===== config.mk =====
export PLATFORM = sky130hd
export DESIGN_NAME = pcm_softvol
export DESIGN_NICKNAME = d
export VERILOG_FILES = /design/src/rtl/softvol_pkg.sv /design/src/rtl/softvol_ramp.sv /design/src/rtl/softvol_zero_det.sv /design/src/rtl/softvol_scale.sv /design/src/rtl/pcm_softvol.sv
export SDC_FILE = /design/constraint.sdc
export NUM_CORES = 2
export LEC_CHECK = 0
export ABC_AREA = 1
export CORE_ASPECT_RATIO = 1.1
export CORE_UTILIZATION = 50
export DETAILED_ROUTE_END_ITERATION = 8
export PLACE_DENSITY = 0.67
export SYNTH_ARGS = -nofsm -noshare
export SYNTH_HDL_FRONTEND = slang
export SYNTH_HIERARCHICAL = 1
export SYNTH_SLANG_ARGS = --single-unit

===== constraint.sdc =====
create_clock -name clk -period 4.3 [get_ports clk]
set_input_delay 0.645 -clock clk [delete_from_list [all_inputs] [get_ports clk]]
set_output_delay 0.645 -clock clk [all_outputs]
set_load 0.01 [all_outputs]

===== src/rtl/softvol_pkg.sv =====
package softvol_pkg;
  localparam int DATA_W    = 24;
  localparam int CODE_W    = 8;
  localparam int NCH       = 2;
  localparam int ZERO_RUN  = 2048;

  // Sum of two attenuation codes, clamped to the silence code.
  function automatic logic [CODE_W-1:0] add_codes(input logic [CODE_W-1:0] a,
                                                  input logic [CODE_W-1:0] b);
    logic [CODE_W:0] s;
    s = {1'b0, a} + {1'b0, b};
    return s[CODE_W] ? {CODE_W{1'b1}} : s[CODE_W-1:0];
  endfunction
endpackage


===== src/rtl/softvol_ramp.sv =====
module softvol_ramp #(
  parameter int CODE_W = 8,
  parameter int CNT_W  = 8
) (
  input  logic              clk,
  input  logic              rst_n,
  input  logic              smp_valid,
  input  logic [CODE_W-1:0] chan_code,
  input  logic [CODE_W-1:0] mst_code,
  input  logic              soft_mute,
  input  logic [CNT_W-1:0]  ramp_len,
  output logic [CODE_W-1:0] applied_code
);
  import softvol_pkg::*;

  localparam logic [CODE_W-1:0] SIL = {CODE_W{1'b1}};

  logic [CODE_W-1:0] target;
  logic [CODE_W-1:0] cur_q, cur_d;
  logic [CNT_W-1:0]  cnt_q, cnt_d;
  logic [CNT_W:0]    cnt_inc, n_eff;

  always_comb begin
    target  = soft_mute ? SIL : add_codes(chan_code, mst_code);
    n_eff   = (ramp_len == '0) ? (CNT_W+1)'(1) : {1'b0, ramp_len};
    cnt_inc = {1'b0, cnt_q} + (CNT_W+1)'(1);
    cur_d   = cur_q;
    cnt_d   = cnt_q;
    if (smp_valid) begin
      if (cur_q == target) begin
        cnt_d = '0;
      end else if (cnt_inc >= n_eff) begin
        cur_d = (cur_q < target) ? cur_q + 1'b1 : cur_q - 1'b1;
        cnt_d = '0;
      end else begin
        cnt_d = cnt_inc[CNT_W-1:0];
      end
    end
  end

  always_ff @(posedge clk or negedge rst_n) begin
    if (!rst_n) begin
      cur_q <= SIL;
      cnt_q <= '0;
    end else if (smp_valid) begin
      cur_q <= cur_d;
      cnt_q <= cnt_d;
    end
  end

  assign applied_code = cur_q;

  // at most one step per accepted sample
  p_one_step_r4: assert property (@(posedge clk) disable iff (!rst_n)
    smp_valid |=> (cur_q == $past(cur_q)) || (cur_q == $past(cur_q) + 1'b1)
                  || ($past(cur_q) == cur_q + 1'b1));

  // no stepping without a sample
  p_idle_hold_r10: assert property (@(posedge clk) disable iff (!rst_n)
    !smp_valid |=> $stable(cur_q));
endmodule


===== src/rtl/softvol_zero_det.sv =====
module softvol_zero_det #(
  parameter int DATA_W = 24,
  parameter int RUN    = 2048
) (
  input  logic              clk,
  input  logic              rst_n,
  input  logic              smp_valid,
  input  logic [DATA_W-1:0] smp,
  output logic              muted
);
  localparam int CW = $clog2(RUN + 1);
  localparam logic [CW-1:0] RUN_C = CW'(RUN);

  logic [CW-1:0] run_q, run_d;
  logic          is_zero;

  always_comb begin
    is_zero = (smp == '0);
    run_d   = run_q;
    if (smp_valid) begin
      if (!is_zero)           run_d = '0;
      else if (run_q != RUN_C) run_d = run_q + 1'b1;
    end
  end

  always_ff @(posedge clk or negedge rst_n) begin
    if (!rst_n)         run_q <= '0;
    else if (smp_valid) run_q <= run_d;
  end

  assign muted = (run_q == RUN_C);

  // flag rises only after an accepted zero sample
  p_rise_on_zero_r7: assert property (@(posedge clk) disable iff (!rst_n)
    $rose(muted) |-> $past(smp_valid && is_zero));

  // flag falls only after an accepted nonzero sample
  p_fall_on_data_r7: assert property (@(posedge clk) disable iff (!rst_n)
    $fell(muted) |-> $past(smp_valid && !is_zero));
endmodule


===== src/rtl/softvol_scale.sv =====
module softvol_scale #(
  parameter int DATA_W = 24,
  parameter int CODE_W = 8
) (
  input  logic                     clk,
  input  logic                     rst_n,
  input  logic                     smp_valid,
  input  logic [CODE_W-1:0]        code,
  input  logic                     force_zero,
  input  logic signed [DATA_W-1:0] smp,
  output logic signed [DATA_W-1:0] result
);
  localparam int STEPS      = 12;  // half-dB steps per octave
  localparam int FRAC_W     = 15;  // mantissa fraction bits
  localparam int TAB_W      = FRAC_W + 1;
  localparam int BOOST_OCT  = 8;   // +48 dB headroom in octaves
  localparam int SHIFT_BASE = FRAC_W - BOOST_OCT;
  localparam int PROD_W     = DATA_W + TAB_W + 1;
  localparam int SUM_W      = PROD_W + 1;
  localparam logic signed [SUM_W-1:0] MAXV = SUM_W'((64'sd1 <<< (DATA_W-1)) - 1);
  localparam logic signed [SUM_W-1:0] MINV = -MAXV - 1;

  function automatic logic [TAB_W-1:0] mant(input logic [3:0] idx);
    case (idx)
      4'd0:    return 16'd32768;
      4'd1:    return 16'd30929;
      4'd2:    return 16'd29193;
      4'd3:    return 16'd27554;
      4'd4:    return 16'd26008;
      4'd5:    return 16'd24548;
      4'd6:    return 16'd23170;
      4'd7:    return 16'd21870;
      4'd8:    return 16'd20643;
      4'd9:    return 16'd19484;
      4'd10:   return 16'd18390;
      default: return 16'd17358;
    endcase
  endfunction

  logic [4:0]                oct;
  logic [3:0]                rem;
  logic [5:0]                shamt;
  logic signed [PROD_W-1:0]  prod;
  logic signed [SUM_W-1:0]   rnd, shifted;
  logic signed [DATA_W-1:0]  clamped, res_d;

  always_comb begin
    oct     = 5'(code / CODE_W'(STEPS));
    rem     = 4'(code % CODE_W'(STEPS));
    shamt   = 6'(SHIFT_BASE) + {1'b0, oct};
    prod    = $signed({{(PROD_W-DATA_W){smp[DATA_W-1]}}, smp})
            * $signed({{(PROD_W-TAB_W){1'b0}}, mant(rem)});
    rnd     = {prod[PROD_W-1], prod} + (SUM_W'(1) << (shamt - 6'd1));
    shifted = rnd >>> shamt;
    if (shifted > MAXV)      clamped = MAXV[DATA_W-1:0];
    else if (shifted < MINV) clamped = MINV[DATA_W-1:0];
    else                     clamped = shifted[DATA_W-1:0];
    res_d   = ((&code) || force_zero) ? '0 : clamped;
  end

  always_ff @(posedge clk or negedge rst_n) begin
    if (!rst_n)         result <= '0;
    else if (smp_valid) result <= res_d;
  end

  // the silence code yields a zero result
  p_silence_r3: assert property (@(posedge clk) disable iff (!rst_n)
    (smp_valid && (&code)) |=> (result == '0));
endmodule


===== src/rtl/pcm_softvol.sv =====
module pcm_softvol #(
  parameter int DATA_W   = softvol_pkg::DATA_W,
  parameter int CODE_W   = softvol_pkg::CODE_W,
  parameter int ZERO_RUN = softvol_pkg::ZERO_RUN
) (
  input  logic                     clk,
  input  logic                     rst_n,
  input  logic                     smp_valid,
  input  logic signed [DATA_W-1:0] smp_ch0,
  input  logic signed [DATA_W-1:0] smp_ch1,
  input  logic [CODE_W-1:0]        gain_ch0,
  input  logic [CODE_W-1:0]        gain_ch1,
  input  logic [CODE_W-1:0]        gain_mst,
  input  logic [CODE_W-1:0]        ramp_len,
  input  logic [1:0]               soft_mute,
  input  logic [1:0]               hard_mute,
  input  logic                     soft_mute_mst,
  input  logic                     hard_mute_mst,
  output logic                     out_valid,
  output logic signed [DATA_W-1:0] out_ch0,
  output logic signed [DATA_W-1:0] out_ch1,
  output logic [1:0]               zero_muted
);
  localparam int NCH = softvol_pkg::NCH;

  // Reset: asserted asynchronously, released on the clock
  logic [1:0] rst_sync_q;
  logic       rst_int_n;
  always_ff @(posedge clk or negedge rst_n) begin
    if (!rst_n) rst_sync_q <= '0;
    else        rst_sync_q <= {rst_sync_q[0], 1'b1};
  end
  assign rst_int_n = rst_sync_q[1];

  logic signed [DATA_W-1:0] smp_a  [NCH];
  logic signed [DATA_W-1:0] res_a  [NCH];
  logic [CODE_W-1:0]        gain_a [NCH];
  logic [CODE_W-1:0]        code_a [NCH];
  logic [NCH-1:0]           hard_eff;

  assign smp_a[0]  = smp_ch0;
  assign smp_a[1]  = smp_ch1;
  assign gain_a[0] = gain_ch0;
  assign gain_a[1] = gain_ch1;

  for (genvar i = 0; i < NCH; i++) begin : g_ch
    assign hard_eff[i] = hard_mute[i] | hard_mute_mst;

    softvol_ramp #(.CODE_W(CODE_W), .CNT_W(CODE_W)) u_ramp (
      .clk          (clk),
      .rst_n        (rst_int_n),
      .smp_valid    (smp_valid),
      .chan_code    (gain_a[i]),
      .mst_code     (gain_mst),
      .soft_mute    (soft_mute[i] | soft_mute_mst),
      .ramp_len     (ramp_len),
      .applied_code (code_a[i])
    );

    softvol_scale #(.DATA_W(DATA_W), .CODE_W(CODE_W)) u_scale (
      .clk        (clk),
      .rst_n      (rst_int_n),
      .smp_valid  (smp_valid),
      .code       (code_a[i]),
      .force_zero (hard_eff[i]),
      .smp        (smp_a[i]),
      .result     (res_a[i])
    );

    softvol_zero_det #(.DATA_W(DATA_W), .RUN(ZERO_RUN)) u_zdet (
      .clk       (clk),
      .rst_n     (rst_int_n),
      .smp_valid (smp_valid),
      .smp       (smp_a[i]),
      .muted     (zero_muted[i])
    );
  end

  always_ff @(posedge clk or negedge rst_int_n) begin
    if (!rst_int_n) out_valid <= 1'b0;
    else            out_valid <= smp_valid;
  end

  assign out_ch0 = res_a[0];
  assign out_ch1 = res_a[1];

  // one result per accepted sample, one clock later
  p_result_strobe_r2: assert property (@(posedge clk) disable iff (!rst_int_n)
    smp_valid |=> out_valid);

  // idle cycles produce no result and hold outputs
  p_idle_quiet_r10: assert property (@(posedge clk) disable iff (!rst_int_n)
    !smp_valid |=> (!out_valid && $stable(out_ch0) && $stable(out_ch1)));

  // hard mute zeroes the sample taken under it
  p_hard_zero_r6: assert property (@(posedge clk) disable iff (!rst_int_n)
    (smp_valid && hard_eff[0]) |=> (out_ch0 == '0));
endmodule


==> flow_summary.ini <==
[sta]
postLayoutSetupSlackWorst_ps = -6870
rsz0062_at_grt = true
fmax_ghz = 0.08953
min_period_ps = 11170
slew_viol_final = 0
max-slew-margin-rel_pct = 26.21
fin_crit_sh_pct = 259.8
fin_worst_skew_ps = 16.48
finalSetupViolCount = 48
worst_pin_slew_ps = 1107
hold_viol_final = 0
finalHoldWorstSlack_ps = 352.3

[cts]
ctsHoldBuffers = 0
clk_path_buf_depth = 2
cts_made_buffers = 9
clk_pin_slew_ps = 80
insertion_delay_ps = 370
root_buffer = clkbuf_16
ctsHtreeMaxLevel = 3
cts_tree = yes
clkSinkCount = 107

[run_status]
outcome = finished with violations
violations = setup timing

[route]
drt_iter0_drc = 3266
drc = 0
postRouteAntennaNets = 0
drt_first_pass_iters = 6
via_per_inst = 5.222
wl_per_cell_um = 17.07
totalWireLength_mm = 158.3
via_count = 48430

[cells_and_area]
final_cell_mix = nand2_1, buf_4, inv_1, fa_1, nor2_1
multi_input_area_mm2 = 0.04064
area_delta_synth_final_pct = 35.44
fin_area_mm2 = 0.06296
diodes = 0
drive_gt1_share_pct = 26.37
seq_area_mm2 = 0.002701
nets = 9255
final_util_pct = 68.74
final_common_cell = nand2_1
fillers = 7729

[floorplanning]
rows = 116
io_pins = 140
die_h_um = 321.8
die_x_um = 292.7
start_util_pct = 50.76
core_area_mm2 = 0.09158
die-area_mm2 = 0.09419

[global_route]
grt_use_total_pct = 33.44
grt_pass1_vias = 50150
grt_max_degree = 81
overflow = 0
grt_antenna_before_repair = 0
grt_pass1_wl_mm = 250.3

[setup_path]
crit_start = g_ch[1].u_ramp/applied_code[7]$_DFFE_PN1P_
cp_data_required_time_ps = 4550
endpoint = g_ch[1].u_scale/result[12]$_DFFE_PN0P_
cp.arrival_ps = 11420
crit_family = buffers and inverters
critPathKind = reg2reg
crit_path_end_kind = flip-flop
reg2reg_from = g_ch[1].u_ramp/applied_code[7]$_DFFE_PN1P_
critPathMaxStageDelay_ps = 600
crit_path_start_kind = flip-flop
r2r_setup_slack_ps = -6870
worst-path-buf-inv = 48
reg2regPathDepth = 86
slowest_stage = dfstp_2
crit_cells = 86
timing.rr.end = g_ch[1].u_scale/result[12]$_DFFE_PN0P_
crit_top_cell = buf_4
cp_max_fo = 12

[job]
cap_violations = 0

[worst_hold_path]
hold_path.class = reg2reg
hold_start = rst_sync_q[0]$_DFF_PN0_

[logic_synthesis]
ys_types = 65
synth_area_per_cell_um2 = 6.981
netlist_area_mm2 = 0.04648
synth-edff-count = 0
synth_ff_type = dfrtp_1
yosysWarnings = 6
ys_ff_latch = 107
synth-async-reset-ratio_pct = 100.0
seq_area_frac_synth_pct = 5.803
synth_cells = 6659

[placement]
port_buffers = 139
place_ws_ps = -7007
place_congestion = 0.9566
dpl.hpwl_mm = 129.0
placed_cell_area_mm2 = 0.05861
[worst reg2reg max path: cells and delay by family, from the launching register on]
kind	cells	cell delay (ps)
simple gates	27	2420
xor+xnor	1	310
flops	1	600
buf+inv	48	5960
fa+ha+maj	2	520
compound gates	8	1280
[registers in the layout (all words and copies together) (netlist names)]
| name | count |
|---|---|
| g_ch.u_ramp/applied_code | 16 |
| g_ch.u_scale/result | 48 |
| rst_sync_q | 2 |
| g_ch.u_ramp/cnt_q | 16 |
| g_ch.u_zdet/run_q | 24 |
| out_valid | 1 |
[stage by stage]
| stage | setup TNS [ps] | cells |
|---|---|---|
| finish | -320520 | 9274 |
| global route | -343240 | 9274 |
| CTS | -302400 | 9190 |
| detailed placement | -334270 | 9058 |
| global placement | -327160 | 9058 |
| floorplan | -280630 | 6673 |
[cells in the mapped netlist (20+ instances only)]
library cell / number / area [um^2]
nand4_1: 43 / 269.0
ha_1: 376 / 4705
fa_1: 760 / 15210
xor2_1: 126 / 1104
a31oi_1: 41 / 256.5
clkbuf_1: 128 / 480.5
nand2_2: 29 / 181.4
nand3_2: 20 / 200.2
o211ai_1: 20 / 150.1
buf_1: 43 / 161.4
xnor2_1: 74 / 648.1
o21ai_1: 36 / 180.2
nand3_1: 286 / 1431
nand2_1: 1751 / 6573
inv_1: 1321 / 4959
inv_2: 20 / 75.07
a21oi_1: 246 / 1231
a21o_1: 32 / 240.2
clkinv_1: 21 / 78.83
o21ai_0: 279 / 1396
nor2_1: 679 / 2549
nor3_1: 33 / 165.2
dfrtp_1: 91 / 2277
[metal layers]
metal	vias to the layer above	track usage, %	part of all wire [%]
met4	0	18.42	6.9
met3	548	3.388	5.1
met5	-	0	0
met2	1667	61.75	51
li1	22960	-	-
met1	23250	37.57	37
[kinds of logic (layout without fill, tap and decap cells)]
family	count (synthesis)	after routing	synth area share [%]
adder cells (fa/ha/maj)	1136	1136	42.85
buffers and inverters	1564	2923	12.89
multiplexers	16	16	0.3445
AND/OR/NAND/NOR	2908	2911	25.62
AO/OA/AOI/OAI	725	725	8.700
flip-flops	107	107	5.803
other	3	17	0.02422
XOR/XNOR	200	200	3.768
[area by class of cell]
type / count / area share (%)
well taps: 1239 / 2.462
repair inverters: 2 / 0.02186
clock buffers: 9 / 0.3577
inverters: 1363 / 8.238
flip-flops and latches: 107 / 4.291
repair buffers: 1542 / 19.91
multi-input cells: 5005 / 64.55
clock inverters: 7 / 0.1729
[worst min path at each step]
| stage | end | cells after the start |
|---|---|---|
| 2_1_floorplan | rst_sync_q[1]$_DFF_PN0_ | 0 |
| 3_3_place_gp | rst_sync_q[1]$_DFF_PN0_ | 0 |
| 3_5_place_dp | rst_sync_q[1]$_DFF_PN0_ | 0 |
| 4_1_cts | rst_sync_q[1]$_DFF_PN0_ | 0 |
| 5_1_grt | rst_sync_q[1]$_DFF_PN0_ | 0 |
| 6_report | rst_sync_q[1]$_DFF_PN0_ | 0 |
[what timing repair did]
item,CTS,global route
setup buffers,110,81
resized for setup,199,444
pin swaps,98,243
gates cloned,6,7
endpoints found under the setup margin,59,59
Power is not shown: default switching activity piles up to over one toggle a cycle in this logic, so the estimate is an artifact.
